File: config.mk
export PLATFORM = sky130hd
export DESIGN_NAME = gpio_setclr_regs
export DESIGN_NICKNAME = d
export VERILOG_FILES = /design/src/rtl/gpio_sc_pkg.sv /design/src/rtl/gpio_sc_decode.sv /design/src/rtl/gpio_sc_wreg.sv /design/src/rtl/gpio_sc_level.sv /design/src/rtl/gpio_sc_rdmux.sv /design/src/rtl/gpio_setclr_regs.sv
export SDC_FILE = /design/constraint.sdc
export NUM_CORES = 1
export LEC_CHECK = 0
export ABC_AREA = 1
export ABC_CLOCK_PERIOD_IN_PS = 3200
export BUFFER_PORTS_ARGS = -buffer_cell sky130_fd_sc_hd__buf_2
export CAP_MARGIN = 20
export CELL_PAD_IN_SITES_DETAIL_PLACEMENT = 1
export CELL_PAD_IN_SITES_GLOBAL_PLACEMENT = 1
export CORE_MARGIN = 4
export CORE_UTILIZATION = 44
export DETAILED_ROUTE_END_ITERATION = 10
export MAX_ROUTING_LAYER = met4
export PLACE_DENSITY_LB_ADDON = 0.1
export SYNTH_ARGS = -nofsm -noshare
export SYNTH_HDL_FRONTEND = slang
export SYNTH_SLANG_ARGS = --single-unit
export TNS_END_PERCENT = 10
File: constraint.sdc
create_clock -name clk -period 3.2 [get_ports clk]
set_input_delay 0.16 -clock clk [delete_from_list [all_inputs] [get_ports clk]]
set_output_delay 0.16 -clock clk [all_outputs]
set_load 0.05 [all_outputs]
File: src/rtl/gpio_sc_pkg.sv
package gpio_sc_pkg;

   localparam int unsigned OFS_LEVEL   = 32'h00;
   localparam int unsigned OFS_DIR     = 32'h04;
   localparam int unsigned OFS_SET     = 32'h08;
   localparam int unsigned OFS_CLR     = 32'h0C;
   localparam int unsigned OFS_SCRATCH = 32'h20;

   typedef enum logic [1:0] {
      RSEL_NONE,
      RSEL_LEVEL,
      RSEL_DIR,
      RSEL_SCRATCH
   } rsel_e;

   typedef struct packed {
      logic dir_we;
      logic set_we;
      logic clr_we;
      logic scr_we;
   } wstrobe_t;

endpackage

File: src/rtl/gpio_sc_decode.sv
module gpio_sc_decode
   import gpio_sc_pkg::*;
#(
   parameter int unsigned ADDR_W       = 8,
   parameter bit          STRICT_ALIGN = 1'b1
) (
   input  logic              valid,
   input  logic              write,
   input  logic [ADDR_W-1:0] addr,
   output wstrobe_t          wr,
   output logic              rd,
   output rsel_e             rsel
);

   logic              aligned;
   logic [ADDR_W-1:0] word_addr;

   generate
      if (STRICT_ALIGN) begin : g_strict
         assign aligned   = (addr[1:0] == 2'b00);
         assign word_addr = addr;
      end else begin : g_loose
         assign aligned   = 1'b1;
         assign word_addr = {addr[ADDR_W-1:2], 2'b00};
      end
   endgenerate

   logic hit_level, hit_dir, hit_set, hit_clr, hit_scr;
   assign hit_level = aligned && (word_addr == ADDR_W'(OFS_LEVEL));
   assign hit_dir   = aligned && (word_addr == ADDR_W'(OFS_DIR));
   assign hit_set   = aligned && (word_addr == ADDR_W'(OFS_SET));
   assign hit_clr   = aligned && (word_addr == ADDR_W'(OFS_CLR));
   assign hit_scr   = aligned && (word_addr == ADDR_W'(OFS_SCRATCH));

   logic do_wr;
   assign do_wr     = valid && write;
   assign rd        = valid && !write;
   assign wr.dir_we = do_wr && hit_dir;
   assign wr.set_we = do_wr && hit_set;
   assign wr.clr_we = do_wr && hit_clr;
   assign wr.scr_we = do_wr && hit_scr;

   always_comb begin
      rsel = RSEL_NONE;
      if (hit_level)    rsel = RSEL_LEVEL;
      else if (hit_dir) rsel = RSEL_DIR;
      else if (hit_scr) rsel = RSEL_SCRATCH;
   end

endmodule

File: src/rtl/gpio_sc_wreg.sv
module gpio_sc_wreg #(
   parameter int unsigned    W       = 32,
   parameter logic [W-1:0]   RST_VAL = '0
) (
   input  logic         clk,
   input  logic         rst_n,
   input  logic         we,
   input  logic [W-1:0] d,
   output logic [W-1:0] q
);

   always_ff @(posedge clk or negedge rst_n) begin
      if (!rst_n)  q <= RST_VAL;
      else if (we) q <= d;
   end

   AST_LOAD_TAKES: assert property (@(posedge clk) disable iff (!rst_n)
      we |=> (q == $past(d)));

endmodule

File: src/rtl/gpio_sc_level.sv
module gpio_sc_level #(
   parameter int unsigned W = 32
) (
   input  logic         clk,
   input  logic         rst_n,
   input  logic         set_we,
   input  logic         clr_we,
   input  logic [W-1:0] wdata,
   input  logic [W-1:0] dir,
   output logic [W-1:0] level,
   output logic         drop
);

   logic overlap;
   assign overlap = |(dir & wdata);

   always_ff @(posedge clk or negedge rst_n) begin
      if (!rst_n) begin
         level <= '0;
         drop  <= 1'b0;
      end else begin
         drop <= (set_we || clr_we) && !overlap;
         if (set_we && overlap)      level <= level | wdata;
         else if (clr_we && overlap) level <= level & ~wdata;
      end
   end

   AST_SET_FULL: assert property (@(posedge clk) disable iff (!rst_n)
      (set_we && overlap) |=> ((level & $past(wdata)) == $past(wdata)));
   AST_CLR_FULL: assert property (@(posedge clk) disable iff (!rst_n)
      (clr_we && overlap) |=> ((level & $past(wdata)) == '0));
   AST_DROP_HOLDS: assert property (@(posedge clk) disable iff (!rst_n)
      ((set_we || clr_we) && !overlap) |=> ($stable(level) && drop));
   AST_IDLE_HOLDS: assert property (@(posedge clk) disable iff (!rst_n)
      !(set_we || clr_we) |=> ($stable(level) && !drop));

endmodule

File: src/rtl/gpio_sc_rdmux.sv
module gpio_sc_rdmux
   import gpio_sc_pkg::*;
#(
   parameter int unsigned W = 32
) (
   input  logic         clk,
   input  logic         rst_n,
   input  logic         rd,
   input  rsel_e        rsel,
   input  logic [W-1:0] level,
   input  logic [W-1:0] dir,
   input  logic [W-1:0] scratch,
   output logic [W-1:0] rdata
);

   logic [W-1:0] sel_data;

   always_comb begin
      unique case (rsel)
         RSEL_LEVEL:   sel_data = level;
         RSEL_DIR:     sel_data = dir;
         RSEL_SCRATCH: sel_data = scratch;
         default:      sel_data = '0;
      endcase
   end

   always_ff @(posedge clk or negedge rst_n) begin
      if (!rst_n)  rdata <= '0;
      else if (rd) rdata <= sel_data;
   end

   AST_UNMAPPED_ZERO: assert property (@(posedge clk) disable iff (!rst_n)
      (rd && rsel == RSEL_NONE) |=> (rdata == '0));
   AST_RD_HOLD: assert property (@(posedge clk) disable iff (!rst_n)
      !rd |=> $stable(rdata));

endmodule

File: src/rtl/gpio_setclr_regs.sv
module gpio_setclr_regs
   import gpio_sc_pkg::*;
#(
   parameter int unsigned DATA_W       = 32,
   parameter int unsigned ADDR_W       = 8,
   parameter int unsigned N_LOW_IRQ    = 8,
   parameter bit          STRICT_ALIGN = 1'b1
) (
   input  logic                 clk,
   input  logic                 rst_n,
   input  logic                 bus_valid,
   input  logic                 bus_write,
   input  logic [ADDR_W-1:0]    bus_addr,
   input  logic [DATA_W-1:0]    bus_wdata,
   output logic [DATA_W-1:0]    rd_data,
   output logic [DATA_W-1:0]    pin_out,
   output logic [N_LOW_IRQ-1:0] irq_low,
   output logic                 irq_high,
   output logic                 reject_pulse
);

   localparam int unsigned MIN_ADDR_W = $clog2(OFS_SCRATCH + 1);

   initial begin
      AST_ADDR_FITS: assert (ADDR_W >= MIN_ADDR_W);
      AST_IRQ_FITS:  assert (N_LOW_IRQ < DATA_W);
   end

   wstrobe_t          wr;
   logic              rd;
   rsel_e             rsel;
   logic [DATA_W-1:0] dir_q, scr_q, level_q;

   gpio_sc_decode #(
      .ADDR_W       (ADDR_W),
      .STRICT_ALIGN (STRICT_ALIGN)
   ) i_decode (
      .valid (bus_valid),
      .write (bus_write),
      .addr  (bus_addr),
      .wr    (wr),
      .rd    (rd),
      .rsel  (rsel)
   );

   gpio_sc_wreg #(.W(DATA_W)) i_dir (
      .clk   (clk),
      .rst_n (rst_n),
      .we    (wr.dir_we),
      .d     (bus_wdata),
      .q     (dir_q)
   );

   gpio_sc_wreg #(.W(DATA_W)) i_scratch (
      .clk   (clk),
      .rst_n (rst_n),
      .we    (wr.scr_we),
      .d     (bus_wdata),
      .q     (scr_q)
   );

   gpio_sc_level #(.W(DATA_W)) i_level (
      .clk    (clk),
      .rst_n  (rst_n),
      .set_we (wr.set_we),
      .clr_we (wr.clr_we),
      .wdata  (bus_wdata),
      .dir    (dir_q),
      .level  (level_q),
      .drop   (reject_pulse)
   );

   gpio_sc_rdmux #(.W(DATA_W)) i_rdmux (
      .clk     (clk),
      .rst_n   (rst_n),
      .rd      (rd),
      .rsel    (rsel),
      .level   (level_q),
      .dir     (dir_q),
      .scratch (scr_q),
      .rdata   (rd_data)
   );

   assign pin_out  = level_q;
   assign irq_low  = '0;
   assign irq_high = 1'b0;

   AST_PIN_FOLLOWS_SET: assert property (@(posedge clk) disable iff (!rst_n)
      (bus_valid && bus_write && bus_addr == ADDR_W'(OFS_SET) && |(dir_q & bus_wdata))
      |=> ((pin_out & $past(bus_wdata)) == $past(bus_wdata)));
   AST_NO_STRAY_REJECT: assert property (@(posedge clk) disable iff (!rst_n)
      !(wr.set_we || wr.clr_we) |=> !reject_pulse);

endmodule

==> results.yml, run 1 <==
run_status:
  status: "finished clean"
die:
  initial_core_util_pct: 45.6
  die_w_um: 129
  fp.coreArea_um2: 14100
  rows: 43
  die_y_um: 129
  die_area_um2: 16600
  io_pins: 118
cts:
  clk_pin_slew_worst_paths_ns: 0.06
  cts_made_buffers: 17
  cts_tree: "built"
  clkLatencyLatePin_ns: 0.42
  cts-root-buf: "clkbuf_16"
  cts_buffer_depth: 2
  cts_resized: 0
  h-tree-depth: 4
  cts.sinks: 129
synth:
  synth_commonest_cells: "nand2_1 (312), dfrtp_1 (129), nand3_1 (129)"
  yosysSeqAreaShare_pct: 50.2
  syn-mean-instance-area_um2: 7.55
  ys_ff_latch: 129
  ys_warn_count: 0
  yosys.area.top_type_share_pct: 50.2
  ys.flop_type: "dfrtp_1"
  syn-cell-area_um2: 6430
  yosys.cell_types.count: 20
  yosys.area.top_type: "dfrtp_1"
  synth_edf_count: 0
  yosysMostFrequentCell: "nand2_1"
  synthArstFlopShare_pct: 100
  synthCells: 851
  netlist_top_cells_area: "dfrtp_1 (50%), nand2_1 (18%), nand3_1 (10%), inv_1 (5.7%), o21ai_1 (3.7%)"
grt:
  use_met2_pct: 44.9
  grt_pass1_wl_mm: 33.9
  grt_overflow_total: 0
  grt_start_max_net_pins: 94
  grt_pass1_vias: 6687
  use_met1_pct: 32.8
  grtUsageMet3_pct: 4.48
  busiest_layer: "met2"
  antenna_found_initial: 0
  grt_use_total_pct: 26.7
power:
  leakage_uw: 0.00411
  ir_worst_vdd_v: 0.000329
  p_per_area_nw_per_um2: 512
worst_setup_path:
  worstPathMaxFanout: 27
  cp_cell_sequence: "nand2_1, nand2_1, nor2_1, nand2_1, nor2_1, nand2_2, buf_4, nand3_1, nand2_1, nand2_1, inv_1"
  worstPathArrival_ns: 2.39
  max_stage_delay_ns: 0.40
  critical_path_class: "register to register"
  critPathMostFrequentCell: "nand2_1"
  cp.required_ns: 3.52
  slowest_stage: "dfrtp_1"
  crit_path_end_kind: "register"
  startpoint_type: "register"
route:
  drt-wirelength-per-cell_um: 17.9
  route.detailed.drc: 0
  first_pass_iters: 5
  vias: 6159
  vias_per_cell: 5.44
  drt_wl_total_mm: 20.2
  ant_nets: 0
  drt_iter0_markers: 395
timing:
  worstMarginPinSlew_ns: 0.887
  finClkSkew_ns: 0.00621
  hold_viol: 0
  grt_setup_unrepaired: "no"
  hold-worst-slack_ns: 0.0356
  setup_tns_ns: 0
  period_minus_slack_ns: 2.07
  worst_slack_ns: 1.13
  period_share_pct: 64.7
  slew_headroom_pct: 40.7
  fmax_mhz: 483
  setup_viol: 0
  slew_violations: 0
layout:
  diodes: 0
  post_route_cells_drive_above_1_share_pct: 16.6
  num-nets-final: 984
  final_area_um2: 7570
  multi_input_area_um2: 2500
  num-fill-cells: 1834
  syn2layout_area_growth_pct: 17.8
  seq_area_um2: 3230
worst_hold_path:
  hp-class: "input port to register"
place:
  hpwl_mm: 13.0
  post-place-ws_ns: 1.08
  place_area_um2: 7010
  place_congestion: 0.766
  port_buffers: 108
flow_run:
  max_cap_viol_count: 0
==> layer usage <==
metal	up-vias	share of wire, %
met1	3095	43
met3	31	4.6
met5	-	0
li1	2859	-
met2	174	51
met4	0	1.8
==> cells by family after synthesis <==
| logic type | count (synthesis) | synth area share, % |
|---|---|---|
| other | 1 | 0.0583 |
| and+or+nand+nor | 495 | 33.3 |
| buffers and inverters | 162 | 11.4 |
| DFF | 129 | 50.2 |
| AOI/OAI and AO/OA | 64 | 4.98 |
==> what timing repair did <==
action / in CTS / in global routing
endpoints found under the hold margin: 36 / 0
hold buffers: 1 / 0
buffers inserted: 0 / 0
==> cell usage in the layout, fill, tap and decap left out, drive strengths merged <==
master       count
and3b            2
bufinv           1
inv            101
dlygate4sd3      1
nand4           32
nand2          312
nor2            17
o21ai           64
nand3          131
clkbuf          25
dfrtp          129
nor3             1
clkinv           5
buf            122
conb             9
==> metrics by stage <==
stage          utilization [%]  power (uW)  cells
2_1_floorplan                -        1940    859
3_3_place_gp              49.7        2050   1100
3_5_place_dp              49.7        2070   1100
4_1_cts                   53.7        3910   1132
5_1_grt                   53.7        4020   1132
6_report                  53.7        3870   1132
==> final timing paths <==
kind | to | start | slack [ns] | cells past startpoint
worst max-delay path | register | i_dir.q[11]$_DFFE_PN0P_ | 1.13 | 11
worst min-delay path | i_scratch.q[9]$_DFFE_PN0P_ | bus_wdata[9] | 0.04 | 3
worst max register to register | register | i_dir.q[11]$_DFFE_PN0P_ | 1.13 | 11
worst min register to register | i_rdmux.rdata[15]$_DFFE_PN0P_ | i_rdmux.rdata[15]$_DFFE_PN0P_ | 0.47 | 2
max in group asynchronous | async pin | rst_n | 2.05 | 3
min in group asynchronous | i_rdmux.rdata[9]$_DFFE_PN0P_ | rst_n | 0.26 | 2
==> where the power goes <==
part	switching (uW)	internal [uW]	total [uW]
Clock	696	1140	1830
Combinational	284	75.3	359
Sequential	20.3	1660	1680
==> layout make-up <==
| type | instances | share of cell area (%) |
|---|---|---|
| flip-flops and latches | 129 | 42.6 |
| multi-input cells | 568 | 33.1 |
| repair buffers | 123 | 9.02 |
| clock buffers | 25 | 6.54 |
| inverters | 101 | 5.01 |
| well taps | 180 | 2.97 |
| clock inverters | 6 | 0.727 |
==> critical path: cells and delay by family, from the launching register on <==
kind | cells | cell delay, ns
flip-flops | 1 | 0.40
buffers and inverters | 2 | 0.41
AND/OR/NAND/NOR | 9 | 1.14
Power figures use the tool's default switching activity.
==> run 2: changes to the inputs <==
Settings changed: ABC_AREA 1 to 0, ABC_CLOCK_PERIOD_IN_PS 3200 to 2100.
Clock period 3.2 ns to 2.1 ns, I/O delays scaled along.
==> run 2 against run 1 <==
  * Core utilization grew 4.2 points
  * Global-route usage shrank 2.0 points
  * Sequential share of layout area shrank 0.69 points
  * Power grew 53%
  * Non-clock buffer count grew 40
  * First-iteration DRC count shrank 26%
  * Design area grew 1.7%
  * Clock skew grew 0.00095 ns
  * Via count shrank 25%
  * Sequential power grew 52%
  * Register-to-register slack lost 1.1 ns
==> results.yml, run 2 <==
power:
  power_frac_comb_pct: 10.3
  p_per_area_nw_per_um2: 772
  pwr-share-seq_pct: 43.1
  power_switching_share_pct: 24.7
  netSwitchingPower_uw: 1470
  internal-power_uw: 4480
  power_frac_clock_pct: 46.6
  ir_worst_vdd_v: 0.000520
  leakage_uw: 0.00406
worst_setup_path:
  worstPathArrival_ns: 2.37
  critPathMostFrequentCell: "buf_6"
  crit_buf_inv: 3
  ff2ff_path_depth: 8
  cp.required_ns: 2.42
  crit_family: "compound AO/OA/AOI/OAI gates"
  worstPathMaxFanout: 7
  r2r-start: "i_dir.q[4]$_DFFE_PN0P_"
  reg2reg_slack_ns: 0.05
  max_stage_delay_ns: 0.40
  crit_path_end_kind: "register"
  slowest_stage: "dfrtp_1"
  cp_cell_sequence: "a22o_1, a221oi_2, buf_4, nand4_1, buf_6, buf_6, o211ai_1, mux2i_1"
  critical_path_class: "register to register"
  startpoint_type: "register"
route:
  drt_wl_total_mm: 18.2
  vias: 4617
  dr_wl_met2_mm: 8.97
  ant_nets: 0
  first_pass_iters: 4
  top_layer: "met4"
  vias_per_cell: 5.58
  wl_met1_mm: 8.20
  drt-wirelength-per-cell_um: 22.0
  route.detailed.drc: 0
  route.met3.wl_um: 917
  drt_iter0_markers: 294
synth:
  synth_edf_count: 0
  syn-mean-instance-area_um2: 12.1
  ys_warn_count: 0
  synth_commonest_cells: "dfrtp_1 (129), mux2i_1 (64), mux2_2 (62)"
  ys.flop_type: "dfrtp_1"
  ys_ff_latch: 129
  yosys.area.top_type: "dfrtp_1"
  yosys.cell_types.count: 28
  syn-cell-area_um2: 6020
  synthCells: 496
  yosysMostFrequentCell: "dfrtp_1"
  yosysSeqAreaShare_pct: 53.7
  yosys.area.top_type_share_pct: 53.7
  synthArstFlopShare_pct: 100
  netlist_top_cells_area: "dfrtp_1 (54%), mux2_2 (12%), mux2i_1 (11%), a22o_1 (5.8%), o211ai_1 (4.0%)"
layout:
  syn2layout_area_growth_pct: 27.9
  layout_common_cells: "dfrtp_1 (129), buf_2 (107), mux2i_1 (64)"
  post_route_cells_drive_above_1_share_pct: 35.3
  fin_cells: 828
  final_area_um2: 7700
  final_common_cell: "dfrtp_1"
  num-nets-final: 684
  num-fill-cells: 1396
  seq_area_um2: 3230
  multi_input_area_um2: 2480
  diodes: 0
die:
  initial_core_util_pct: 45.2
  io_pins: 118
  rows: 42
  die_w_um: 125
  die_y_um: 125
  fp.coreArea_um2: 13300
  die_area_um2: 15600
worst_hold_path:
  min_from: "bus_wdata[8]"
  hp-class: "input port to register"
  worstHoldEndpoint: "i_dir.q[8]$_DFFE_PN0P_"
  hold_path_depth: 2
run_status:
  status: "finished clean"
grt:
  grt_overflow_total: 0
  grt_pass1_vias: 5090
  grt_start_max_net_pins: 55
  grt_pass1_wl_mm: 29.5
  grt_use_total_pct: 24.7
  antenna_found_initial: 0
place:
  hpwl_mm: 11.5
  dp_cells: 765
  port_buffers: 108
  place_congestion: 0.764
  place_area_um2: 6800
timing:
  period_share_pct: 97.7
  hold_viol: 0
  period_minus_slack_ns: 2.05
  slew_violations: 0
  fmax_mhz: 487
  finClkSkew_ns: 0.00716
  setup_viol: 0
cts:
  cts.sinks: 129
  cts_buffer_depth: 2
  cts_made_buffers: 17
  clk_pin_slew_worst_paths_ns: 0.06
  cts_tree: "built"
  cts-root-buf: "clkbuf_16"
  h-tree-depth: 4
  clkLatencyLatePin_ns: 0.41
flow_run:
  max_cap_viol_count: 0
## run 2: power by group through the flow
stage                     logic [uW]  clock network [uW]  registers (uW)
final                            614                2770            2560
after global routing             665                2930            2570
after CTS                        588                2820            2560
after detailed placement         538                   0            2600
after global placement           529                   0            2600
after floorplan                  258                   0            2620
## run 2: how the worst max path moves through the flow
| stage | startpoint | end | slack [ns] | cells past startpoint |
|---|---|---|---|---|
| after floorplan | bus_addr[1] | i_scratch.q[0]$_DFFE_PN0P_ | 0.16 | 5 |
| after global placement | i_dir.q[4]$_DFFE_PN0P_ | register | 0.008 | 7 |
| after detailed placement | bus_addr[1] | i_scratch.q[13]$_DFFE_PN0P_ | -0.04 | 6 |
| after CTS | i_dir.q[4]$_DFFE_PN0P_ | register | 0.01 | 7 |
| after global routing | i_dir.q[4]$_DFFE_PN0P_ | register | -0.05 | 8 |
| final | i_dir.q[4]$_DFFE_PN0P_ | register | 0.05 | 8 |
## run 2: cell type report
cell class | count | area share [%]
clock buffers | 26 | 6.49
clock inverters | 5 | 0.683
inverters | 32 | 1.56
multi-input cells | 297 | 32.3
flip-flops and latches | 129 | 41.9
well taps | 176 | 2.86
repair buffers | 163 | 14.2
## run 2: logic make-up (layout without fill, tap and decap cells)
group | count (synthesis) | count (layout) | synth area share [%]
other | 1 | 9 | 0.0623
multiplexers | 128 | 128 | 22.6
flip-flops | 129 | 129 | 53.7
buffers and inverters | 78 | 226 | 6.14
AND/OR/NAND/NOR | 47 | 47 | 3.66
AO/OA/AOI/OAI | 113 | 113 | 13.9
## run 2: what timing repair did
item                                   4_1_cts  5_1_grt
setup endpoints to repair                   30       25
setup buffers                                0        3
endpoints found under the hold margin       76        0
resized for setup                            2        5
cloned                                       0        1
pin swaps                                    0        4
hold buffers                                29        0
## run 2: per-layer routing
| layer | GRT usage (%) | vias to the layer above |
|---|---|---|
| met5 | - | - |
| met4 | 5.99 | 0 |
| met3 | 5.42 | 8 |
| met2 | 38.5 | 123 |
| met1 | 33.4 | 2412 |
| li1 | - | 2074 |
## run 2: metrics by stage
step	TNS (ns)	total power (uW)	hold slack, ns	util, %	setup slack (ns)
detailed placement	-0.636	3140	0.0708	51.1	-0.0425
global route	-0.206	6170	0.00849	57.9	-0.0468
finish	0	5940	0.0220	57.9	0.0477
floorplan	0	2880	-0.191	-	0.164
global placement	0	3130	0.0608	51.1	0.00816
CTS	0	5970	0.00148	57.5	0.00956
==> run 3: changes to the inputs <==
Settings changed: GPL_TIMING_DRIVEN set to 0.
==> run 3 against run 2 <==
  * Design area barely moved
  * Largest power group is now registers
  * Clock-buffer cell count fell by 3
  * Clock power fell by 8.3%
  * Worst hold slack got worse by 0.011 ns
  * Largest cell class unchanged
  * Global-route usage rose by 0.66 points
  * Register-to-register slack improved by 0.03 ns
  * Maximum frequency rose by 1.6%
  * Sequential power barely moved
==> results.yml, run 3 (synthesis results as in run 2) <==
run_status:
  status: "finished clean"
power:
  ir_worst_vdd_v: 0.000603
  p_per_area_nw_per_um2: 747
  leakage_uw: 0.00409
cts:
  cts-root-buf: "clkbuf_16"
  clkLatencyLatePin_ns: 0.41
  cts.sinks: 129
  h-tree-depth: 4
  clk_pin_slew_worst_paths_ns: 0.05
  cts_made_buffers: 17
  cts_tree: "built"
  cts_buffer_depth: 2
route:
  vias: 4718
  route.detailed.drc: 0
  first_pass_iters: 4
  drt-wirelength-per-cell_um: 22.1
  drt_iter0_markers: 282
  drt_wl_total_mm: 18.7
  vias_per_cell: 5.58
  ant_nets: 0
grt:
  grt_pass1_vias: 5200
  grt_overflow_total: 0
  grt_start_max_net_pins: 98
  grt_pass1_wl_mm: 30.2
  antenna_found_initial: 0
  grt_use_total_pct: 25.4
die:
  rows: 42
  fp.coreArea_um2: 13300
  initial_core_util_pct: 45.2
  die_y_um: 125
  io_pins: 118
  die_area_um2: 15600
  die_w_um: 125
flow_run:
  max_cap_viol_count: 0
layout:
  diodes: 0
  final_common_cell: "dfrtp_1"
  num-nets-final: 707
  layout_common_cells: "dfrtp_1 (129), buf_2 (115), mux2i_1 (64)"
  syn2layout_area_growth_pct: 27.8
  post_route_cells_drive_above_1_share_pct: 35.4
  fin_cells: 845
  final_area_um2: 7690
  final_util_pct: 57.8
timing:
  period_minus_slack_ns: 2.02
  fmax_mhz: 495
  hold_viol: 0
  finClkSkew_ns: 0.00652
  slew_violations: 0
  worstMarginPinSlew_ns: 0.902
  setup_viol: 0
  slew_headroom_pct: 39.8
  worst_slack_ns: 0.0808
  period_share_pct: 96.2
worst_setup_path:
  worstPathArrival_ns: 2.35
  critical_path_class: "register to register"
  startpoint_type: "register"
  ff2ff_path_depth: 7
  crit_path_end_kind: "register"
  worstPathMaxFanout: 10
  cp.required_ns: 2.43
place:
  dp_cells: 789
  place_area_um2: 6840
  hpwl_mm: 12.8
  place_congestion: 0.843
  port_buffers: 108
  post-place-ws_ns: -0.385
worst_hold_path:
  hold_path_depth: 2
  hp-class: "input port to register"
## run 3: changes by cell type in the layout (fill, tap and decap cells not counted), sizes merged
cell	change
clkinv	-1
buf	+14
clkbuf	+11
clkinvlp	-1
bufinv	-1
dlygate4sd3	-5
## run 3: critical path, cell delays in order (launching register included)
cell	delay, ns
dfrtp_1	0.40
a22o_1	0.27
a221oi_1	0.27
nand4_1	0.20
buf_6	0.18
buf_4	0.17
o211ai_1	0.22
mux2i_1	0.23
## run 3: metal layers
metal  vias up  share of wire (%)  GRT usage, %  routed length [um]
li1       2109                  -             -                   -
met1      2457                 45          33.5                8480
met2       128                 49          40.7                9140
met3        24                4.1          4.39                 766
met4         0                1.5          7.14                 282
met5         -                  0             -                   0
## run 3: where the power goes
group | internal [uW] | leakage [uW] | switching (uW)
combinational | 228 | 0.00222 | 414
clock | 1550 | 0.000242 | 993
sequential | 2530 | 0.00163 | 34.2
## run 3: per-stage QoR
stage	hold WS (ns)	total power [uW]	setup TNS, ns
floorplan	-0.191	2880	0
global placement	0.384	3120	-116.06
detailed placement	0.0209	3140	-15.93
CTS	0.000106	5750	0
global route	0.0201	5940	-0.153
finish	0.0108	5750	0
## run 3: layout make-up
class,count,area (um^2)
clock buffer,23,478
inverter,32,120
timing repair buffer,141,878
tap,176,220
clock inverter,2,10.0
multi-input combinational,297,2490
sequential,129,3230
buffer,45,265
fill,1448,5600
## run 3: path summary, 6_finish.rpt
kind | startpoint | endpoint | slack, ns
setup reg to reg | i_dir.q[7]$_DFFE_PN0P_ | register | 0.08
min in group asynchronous | rst_n | i_rdmux.rdata[15]$_DFFE_PN0P_ | 0.15
max in group asynchronous | rst_n | i_dir.q[4]$_DFFE_PN0P_ | 1.16
hold / removal | bus_wdata[15] | i_dir.q[15]$_DFFE_PN0P_ | 0.01
hold reg to reg | i_rdmux.rdata[2]$_DFFE_PN0P_ | i_rdmux.rdata[2]$_DFFE_PN0P_ | 0.49
setup / recovery | i_dir.q[7]$_DFFE_PN0P_ | register | 0.08
## run 3: repair_timing
item | 4_1_cts | 5_1_grt
cloned | 0 | 0
endpoints found under the hold margin | 70 | 0
setup buffers | 6 | 2
setup endpoints to repair | 31 | 31
resized for setup | 7 | 19
pin swaps | 3 | 7
hold buffers | 24 | 0
